===== src/rtl/adc_trig_pkg.sv =====
package adc_trig_pkg;
  localparam int unsigned NUM_EXT_DEF     = 7;
  localparam int unsigned CONV_TICKS_DEF  = 13;
  localparam int unsigned SYNC_STAGES_DEF = 2;

  typedef enum logic {
    ENG_IDLE = 1'b0,
    ENG_BUSY = 1'b1
  } eng_state_e;
endpackage


===== src/rtl/adc_trig_sync.sv =====
module adc_trig_sync #(
  parameter int unsigned NUM_EXT     = 7,
  parameter int unsigned SYNC_STAGES = 2
) (
  input  logic               clk_i,
  input  logic               rst_ni,
  input  logic               en_i,
  input  logic [NUM_EXT-1:0] trig_i,
  output logic [NUM_EXT-1:0] rise_o
);
  localparam int unsigned LAST = SYNC_STAGES - 1;

  logic [NUM_EXT-1:0] stg_q [SYNC_STAGES];
  logic [NUM_EXT-1:0] hist_q;

  always_ff @(posedge clk_i or negedge rst_ni) begin
    if (!rst_ni) begin
      for (int s = 0; s < SYNC_STAGES; s++) stg_q[s] <= '0;
    end else begin
      stg_q[0] <= trig_i;
      for (int s = 1; s < SYNC_STAGES; s++) stg_q[s] <= stg_q[s-1];
    end
  end

  // history held clear while disabled: a high line re-arms as a fresh edge
  always_ff @(posedge clk_i or negedge rst_ni) begin
    if (!rst_ni)    hist_q <= '0;
    else if (!en_i) hist_q <= '0;
    else            hist_q <= stg_q[LAST];
  end

  for (genvar g = 0; g < NUM_EXT; g++) begin : g_edge
    assign rise_o[g] = stg_q[LAST][g] & ~hist_q[g];
  end

  AST_HIST_CLEAR: assert property (@(posedge clk_i) disable iff (!rst_ni)
    !$past(en_i) |-> hist_q == '0);
endmodule


===== src/rtl/adc_conv_engine.sv =====
module adc_conv_engine
  import adc_trig_pkg::*;
#(
  parameter int unsigned CONV_TICKS = 13
) (
  input  logic clk_i,
  input  logic rst_ni,
  input  logic en_i,
  input  logic tick_i,
  input  logic start_i,
  output logic start_o,
  output logic busy_o,
  output logic done_o
);
  localparam int unsigned CNT_W = (CONV_TICKS > 1) ? $clog2(CONV_TICKS) : 1;
  localparam logic [CNT_W-1:0] CNT_LAST = CNT_W'(CONV_TICKS - 1);

  eng_state_e       state_q;
  logic [CNT_W-1:0] cnt_q;
  logic             start_q, done_q;

  always_ff @(posedge clk_i or negedge rst_ni) begin
    if (!rst_ni) begin
      state_q <= ENG_IDLE;
      cnt_q   <= '0;
      start_q <= 1'b0;
      done_q  <= 1'b0;
    end else begin
      start_q <= 1'b0;
      done_q  <= 1'b0;
      if (!en_i) begin
        state_q <= ENG_IDLE;
        cnt_q   <= '0;
      end else begin
        unique case (state_q)
          ENG_IDLE: if (start_i) begin
            state_q <= ENG_BUSY;
            cnt_q   <= '0;
            start_q <= 1'b1;
          end
          ENG_BUSY: if (tick_i) begin
            if (cnt_q == CNT_LAST) begin
              state_q <= ENG_IDLE;
              cnt_q   <= '0;
              done_q  <= 1'b1;
            end else begin
              cnt_q <= cnt_q + 1'b1;
            end
          end
          default: state_q <= ENG_IDLE;
        endcase
      end
    end
  end

  assign start_o = start_q;
  assign busy_o  = (state_q == ENG_BUSY);
  assign done_o  = done_q;

  AST_CNT_RANGE: assert property (@(posedge clk_i) disable iff (!rst_ni)
    cnt_q <= CNT_LAST);
  AST_START_PULSE: assert property (@(posedge clk_i) disable iff (!rst_ni)
    start_o |=> !start_o);
  AST_START_BUSY: assert property (@(posedge clk_i) disable iff (!rst_ni)
    start_o |-> busy_o);
  AST_DONE_ENDS_BUSY: assert property (@(posedge clk_i) disable iff (!rst_ni)
    done_o |-> !busy_o && $past(busy_o));
endmodule


===== src/rtl/adc_start_ctrl.sv =====
module adc_start_ctrl
  import adc_trig_pkg::*;
#(
  parameter int unsigned NUM_EXT     = NUM_EXT_DEF,
  parameter int unsigned CONV_TICKS  = CONV_TICKS_DEF,
  parameter int unsigned SYNC_STAGES = SYNC_STAGES_DEF,
  localparam int unsigned SEL_W      = $clog2(NUM_EXT + 1)
) (
  input  logic               clk_i,
  input  logic               rst_ni,
  input  logic               adc_en_i,
  input  logic               tick_i,
  input  logic               sw_start_i,
  input  logic               auto_en_i,
  input  logic [SEL_W-1:0]   trig_sel_i,
  input  logic [NUM_EXT-1:0] trig_i,
  input  logic               flag_clr_i,
  output logic               start_o,
  output logic               busy_o,
  output logic               done_o,
  output logic               flag_o
);
  localparam int unsigned SRC_N = 2 ** SEL_W;

  logic [NUM_EXT-1:0] ext_rise;
  logic [SRC_N-1:0]   src_vec;
  logic               trig_hit, start_req, flag_q;

  adc_trig_sync #(.NUM_EXT(NUM_EXT), .SYNC_STAGES(SYNC_STAGES)) u_sync (
    .clk_i (clk_i),
    .rst_ni(rst_ni),
    .en_i  (adc_en_i),
    .trig_i(trig_i),
    .rise_o(ext_rise)
  );

  // source 0 is the completion strobe itself: free-running, flag-independent
  always_comb begin
    src_vec = '0;
    src_vec[NUM_EXT:0] = {ext_rise, done_o};
  end

  assign trig_hit  = src_vec[trig_sel_i];
  assign start_req = adc_en_i & ~busy_o & (sw_start_i | (auto_en_i & trig_hit));

  adc_conv_engine #(.CONV_TICKS(CONV_TICKS)) u_eng (
    .clk_i  (clk_i),
    .rst_ni (rst_ni),
    .en_i   (adc_en_i),
    .tick_i (tick_i),
    .start_i(start_req),
    .start_o(start_o),
    .busy_o (busy_o),
    .done_o (done_o)
  );

  // set wins over a same-cycle clear
  always_ff @(posedge clk_i or negedge rst_ni) begin
    if (!rst_ni)         flag_q <= 1'b0;
    else if (done_o)     flag_q <= 1'b1;
    else if (flag_clr_i) flag_q <= 1'b0;
  end
  assign flag_o = flag_q;

  AST_NO_START_BUSY: assert property (@(posedge clk_i) disable iff (!rst_ni)
    start_o |-> !$past(busy_o));
  AST_FLAG_ON_DONE: assert property (@(posedge clk_i) disable iff (!rst_ni)
    done_o |=> flag_o);
  AST_DIS_IDLE: assert property (@(posedge clk_i) disable iff (!rst_ni)
    !$past(adc_en_i) |-> !busy_o && !done_o);
  AST_START_ENABLED: assert property (@(posedge clk_i) disable iff (!rst_ni)
    start_o |-> $past(adc_en_i));
endmodule


===== config.mk =====
export PLATFORM = sky130hd
export DESIGN_NAME = adc_start_ctrl
export DESIGN_NICKNAME = d
export VERILOG_FILES = /design/src/rtl/adc_trig_pkg.sv /design/src/rtl/adc_trig_sync.sv /design/src/rtl/adc_conv_engine.sv /design/src/rtl/adc_start_ctrl.sv
export SDC_FILE = /design/constraint.sdc
export NUM_CORES = 1
export LEC_CHECK = 0
export BUFFER_PORTS_ARGS = -buffer_cell sky130_fd_sc_hd__buf_2
export CAP_MARGIN = 20
export CORE_ASPECT_RATIO = 0.7
export CORE_UTILIZATION = 47
export DETAILED_ROUTE_END_ITERATION = 16
export GPL_TIMING_DRIVEN = 0
export HOLD_SLACK_MARGIN = 0.02
export PLACE_DENSITY = 0.72
export SLEW_MARGIN = 15
export SYNTH_ARGS = -nofsm -noshare
export SYNTH_HDL_FRONTEND = slang
export SYNTH_SLANG_ARGS = --single-unit

===== constraint.sdc =====
create_clock -name clk_i -period 1.7 [get_ports clk_i]
set_clock_uncertainty 0.2 [all_clocks]
set_input_delay 0.255 -clock clk_i [delete_from_list [all_inputs] [get_ports clk_i]]
set_output_delay 0.255 -clock clk_i [all_outputs]
set_load 0.005 [all_outputs]

==> flow_summary.json <==
{
  "status": "finished with violations",
  "violations": "setup timing",
  "r2r_slack_ns": -0.03,
  "p_sw_frac": 0.245,
  "viasPerCell": 5.00,
  "insertion_delay_ns": 0.33,
  "reg2reg_depth": 4,
  "yosysSeqAreaShare": 0.646,
  "final-hold-violation-count": 0,
  "post-synth-top-count-cell": "dfrtp_1",
  "diodes": 0,
  "rsz0062_at_grt": "yes",
  "synth_top_area_frac": 0.646,
  "leakagePower_uw": 0.000703,
  "synthXorXnorAreaFrac": 0,
  "setup_viol": 3,
  "die_h_um": 42.9,
  "ys_ff_latch": 29,
  "vdd_drop_max_mv": 0.513,
  "grt_usage": 0.189,
  "place.gp.congestion": 0.858,
  "fin_cells": 158,
  "numCtsBuffers": 5,
  "clock_power_share": 0.310,
  "antenna_found_initial": 0,
  "setup_ws_ns": -0.0324,
  "initial_core_util": 0.509,
  "mappedNetlistNets": 107,
  "path_clk_slew_ns": 0.08,
  "p_int_uw": 940,
  "cts_max_level": 2,
  "yosys.area.top_type": "dfrtp_1",
  "post_drt_wl_per_cell_um": 13.0,
  "netlist_area_mm2": 0.00112,
  "crit_slowest_cell": "dfrtp_1",
  "path_cells": "nor2b_1, a311o_1, a41o_2, o311a_1",
  "fmax_ghz": 0.577,
  "critical_path_cell_count": 4,
  "post_synth_fa_ha_maj_area_fraction": 0.0223,
  "hp-class": "primary input to flip-flop",
  "tritoncts": "built",
  "gr-total-overflow": 0,
  "place_inst": 140,
  "drc": 0,
  "max-cap-violations": 0,
  "ys_top_cells_by_count": "dfrtp_1 (29), and2_1 (7), inv_1 (7), nand2_1 (7), nand2b_1 (5)",
  "yosys.area_share.simple": 0.134,
  "pwr-share-seq": 0.590,
  "die_w_um": 60.4,
  "final-max-slew-violation-count": 0,
  "cp_max_fo": 5,
  "r2r-start": "u_eng.done_o$_DFF_PN0_",
  "io_buffers": 20,
  "dr.pass1.iters": 4,
  "crit_buf_inv": 0,
  "dieArea_mm2": 0.00259,
  "path_delay_family": "compound AO/OA/AOI/OAI gates",
  "yosysWarnings": 0,
  "core_area_mm2": 0.00221,
  "cts_buffer_depth": 2,
  "ys.flop_type": "dfrtp_1",
  "slowest_delay_ns": 0.39,
  "netlist_top_cells_area": "dfrtp_1 (65%), and2_1 (3.9%), nand2b_1 (2.8%)",
  "critical_path.startpoint": "u_eng.done_o$_DFF_PN0_",
  "fin_util": 0.658,
  "area_delta_synth_final_pct": 29.2,
  "async_flop_share": 1.00,
  "fin_nets": 144,
  "grt_max_degree": 30,
  "grt_pass1_vias": 715,
  "finalPower_uw": 1240,
  "fillers": 176,
  "synth.area.mux_share": 0.0379,
  "synthDistinctLibCells": 28,
  "drive_gt1_frac": 0.278,
  "routed-via-count": 790,
  "critical_path_arrival_ns": 1.75,
  "avgSynthCellArea_um2": 12.8,
  "tightestPinTransition_ns": 0.600,
  "cp-start-kind": "flip-flop",
  "rows": 14,
  "synth_top_family_by_area": "simple AND/OR/NAND/NOR gates",
  "synth-edff-count": 0,
  "cp.required_ns": 1.72,
  "relSlewSlack": 0.600,
  "end_kind": "flip-flop",
  "finalCritPeriodShare": 1.02,
  "postRouteAntennaNets": 0,
  "p_per_area_mw_per_mm2": 858,
  "syn_inst": 88,
  "pwr-share-comb": 0.100,
  "io_pins": 21,
  "r2r_end": "u_eng.busy_o$_DFF_PN0_",
  "cts_sinks": 29,
  "synth_compound_area_frac": 0.134,
  "crit_type": "flip-flop to flip-flop",
  "dp_hpwl_mm": 1.23,
  "period_minus_slack_ns": 1.73,
  "grt_pass1_wl_mm": 3.28,
  "wl_mm": 2.05,
  "cts_root_buffer": "clkbuf_4",
  "crit_end": "u_eng.busy_o$_DFF_PN0_",
  "switchingPower_uw": 305,
  "drt_iter0_markers": 34
}
-- metrics by stage --
step                      setup TNS [ns]  setup slack (ns)  cell area (um2)  hold slack (ns)
after floorplan                        0           0.00676             1120           -0.241
after global placement           -0.0824           -0.0526             1260           0.0964
after detailed placement          -0.111           -0.0657             1260           0.0957
after CTS                        -0.0982           -0.0740             1420           0.0823
after global routing              -0.372           -0.0840             1450            0.110
final                            -0.0592           -0.0324             1450            0.103
-- layout by cell type (no fill, tap or decap), types with 2 or more instances in the layout --
cell,synthesis,routed
a21oi_1,3,3
and2_1,7,7
buf_2,0,20
clkbuf_1,1,2
clkbuf_4,0,5
clkinv_2,0,2
dfrtp_1,29,29
dlygate4sd3_1,0,9
ha_1,2,2
inv_1,7,7
mux2i_1,2,2
nand2_1,7,7
nand2b_1,5,2
nand2b_4,0,3
nand3b_1,2,2
nor2b_1,2,2
o21ai_0,2,2
o32ai_1,3,2
-- kinds of logic (layout without fill, tap and decap cells) --
family / Yosys count / count (layout)
AOI/OAI and AO/OA: 19 / 19
muxes: 3 / 3
DFF: 29 / 29
adders and majority gates: 2 / 2
and+or+nand+nor: 27 / 27
buffers and inverters: 8 / 46
-- worst min path at each step --
stage | from | end | slack, ns | cells after the start
CTS | tick_i | u_eng.done_o$_DFF_PN0_ | 0.08 | 3
global placement | rst_ni | u_sync.stg_q[13]$_DFF_PN0_ | 0.1 | 1
floorplan | rst_ni | flag_o$_DFFE_PN0P_ | -0.24 | 0
detailed placement | rst_ni | u_sync.stg_q[12]$_DFF_PN0_ | 0.1 | 1
finish | sw_start_i | u_eng.cnt_q[2]$_DFFE_PN0P_ | 0.10 | 3
global route | sw_start_i | u_eng.cnt_q[2]$_DFFE_PN0P_ | 0.11 | 3
-- flip-flops by register name (all words and copies together) (netlist names) --
signal and flops:
u_eng.busy_o 1, u_eng.cnt_q 4, u_sync.stg_q 14, flag_o 1, u_eng.done_o 1, u_eng.start_o 1
u_sync.hist_q 7
-- layout make-up --
| type | instances | area, um2 | area share |
|---|---|---|---|
| Buffer | 1 | 3.75 | 0.00259 |
| Clock buffer | 6 | 41.3 | 0.0284 |
| Clock inverter | 2 | 10.0 | 0.00690 |
| Inverter | 7 | 26.3 | 0.0181 |
| Multi-Input combinational cell | 51 | 407 | 0.280 |
| Sequential cell | 29 | 726 | 0.500 |
| Tap cell | 32 | 40.0 | 0.0276 |
| Timing Repair Buffer | 30 | 198 | 0.136 |
-- worst min-delay path, stage by stage --
cell,delay (ns)
buf_2,0.09
a41oi_1,0.04
a41o_1,0.20
-- metal layers --
| layer | global-route usage | vias to the layer above | part of all wire |
|---|---|---|---|
| met1 | 0.265 | 364 | 0.48 |
| met4 | 0.0682 | 0 | 0.018 |
| met3 | 0.110 | 4 | 0.089 |
| met5 | 0 | - | 0 |
| li1 | - | 390 | - |
| met2 | 0.240 | 32 | 0.42 |
-- what timing repair did --
action                                  CTS  global route
setup buffers                             1             0
gates resized for setup                   2             5
endpoints found under the setup margin    6             6
pin swaps                                 3             3
hold buffers                              9             0
endpoints found under the hold margin    37             0
-- power groups by stage --
stage,logic (uW),clock network (uW),registers (uW)
final,124,386,735
after global routing,138,432,739
after CTS,117,394,733
after detailed placement,97.2,0,746
after global placement,95.4,0,745
after floorplan,48.9,0,743
(Power assumes the default switching activity.)
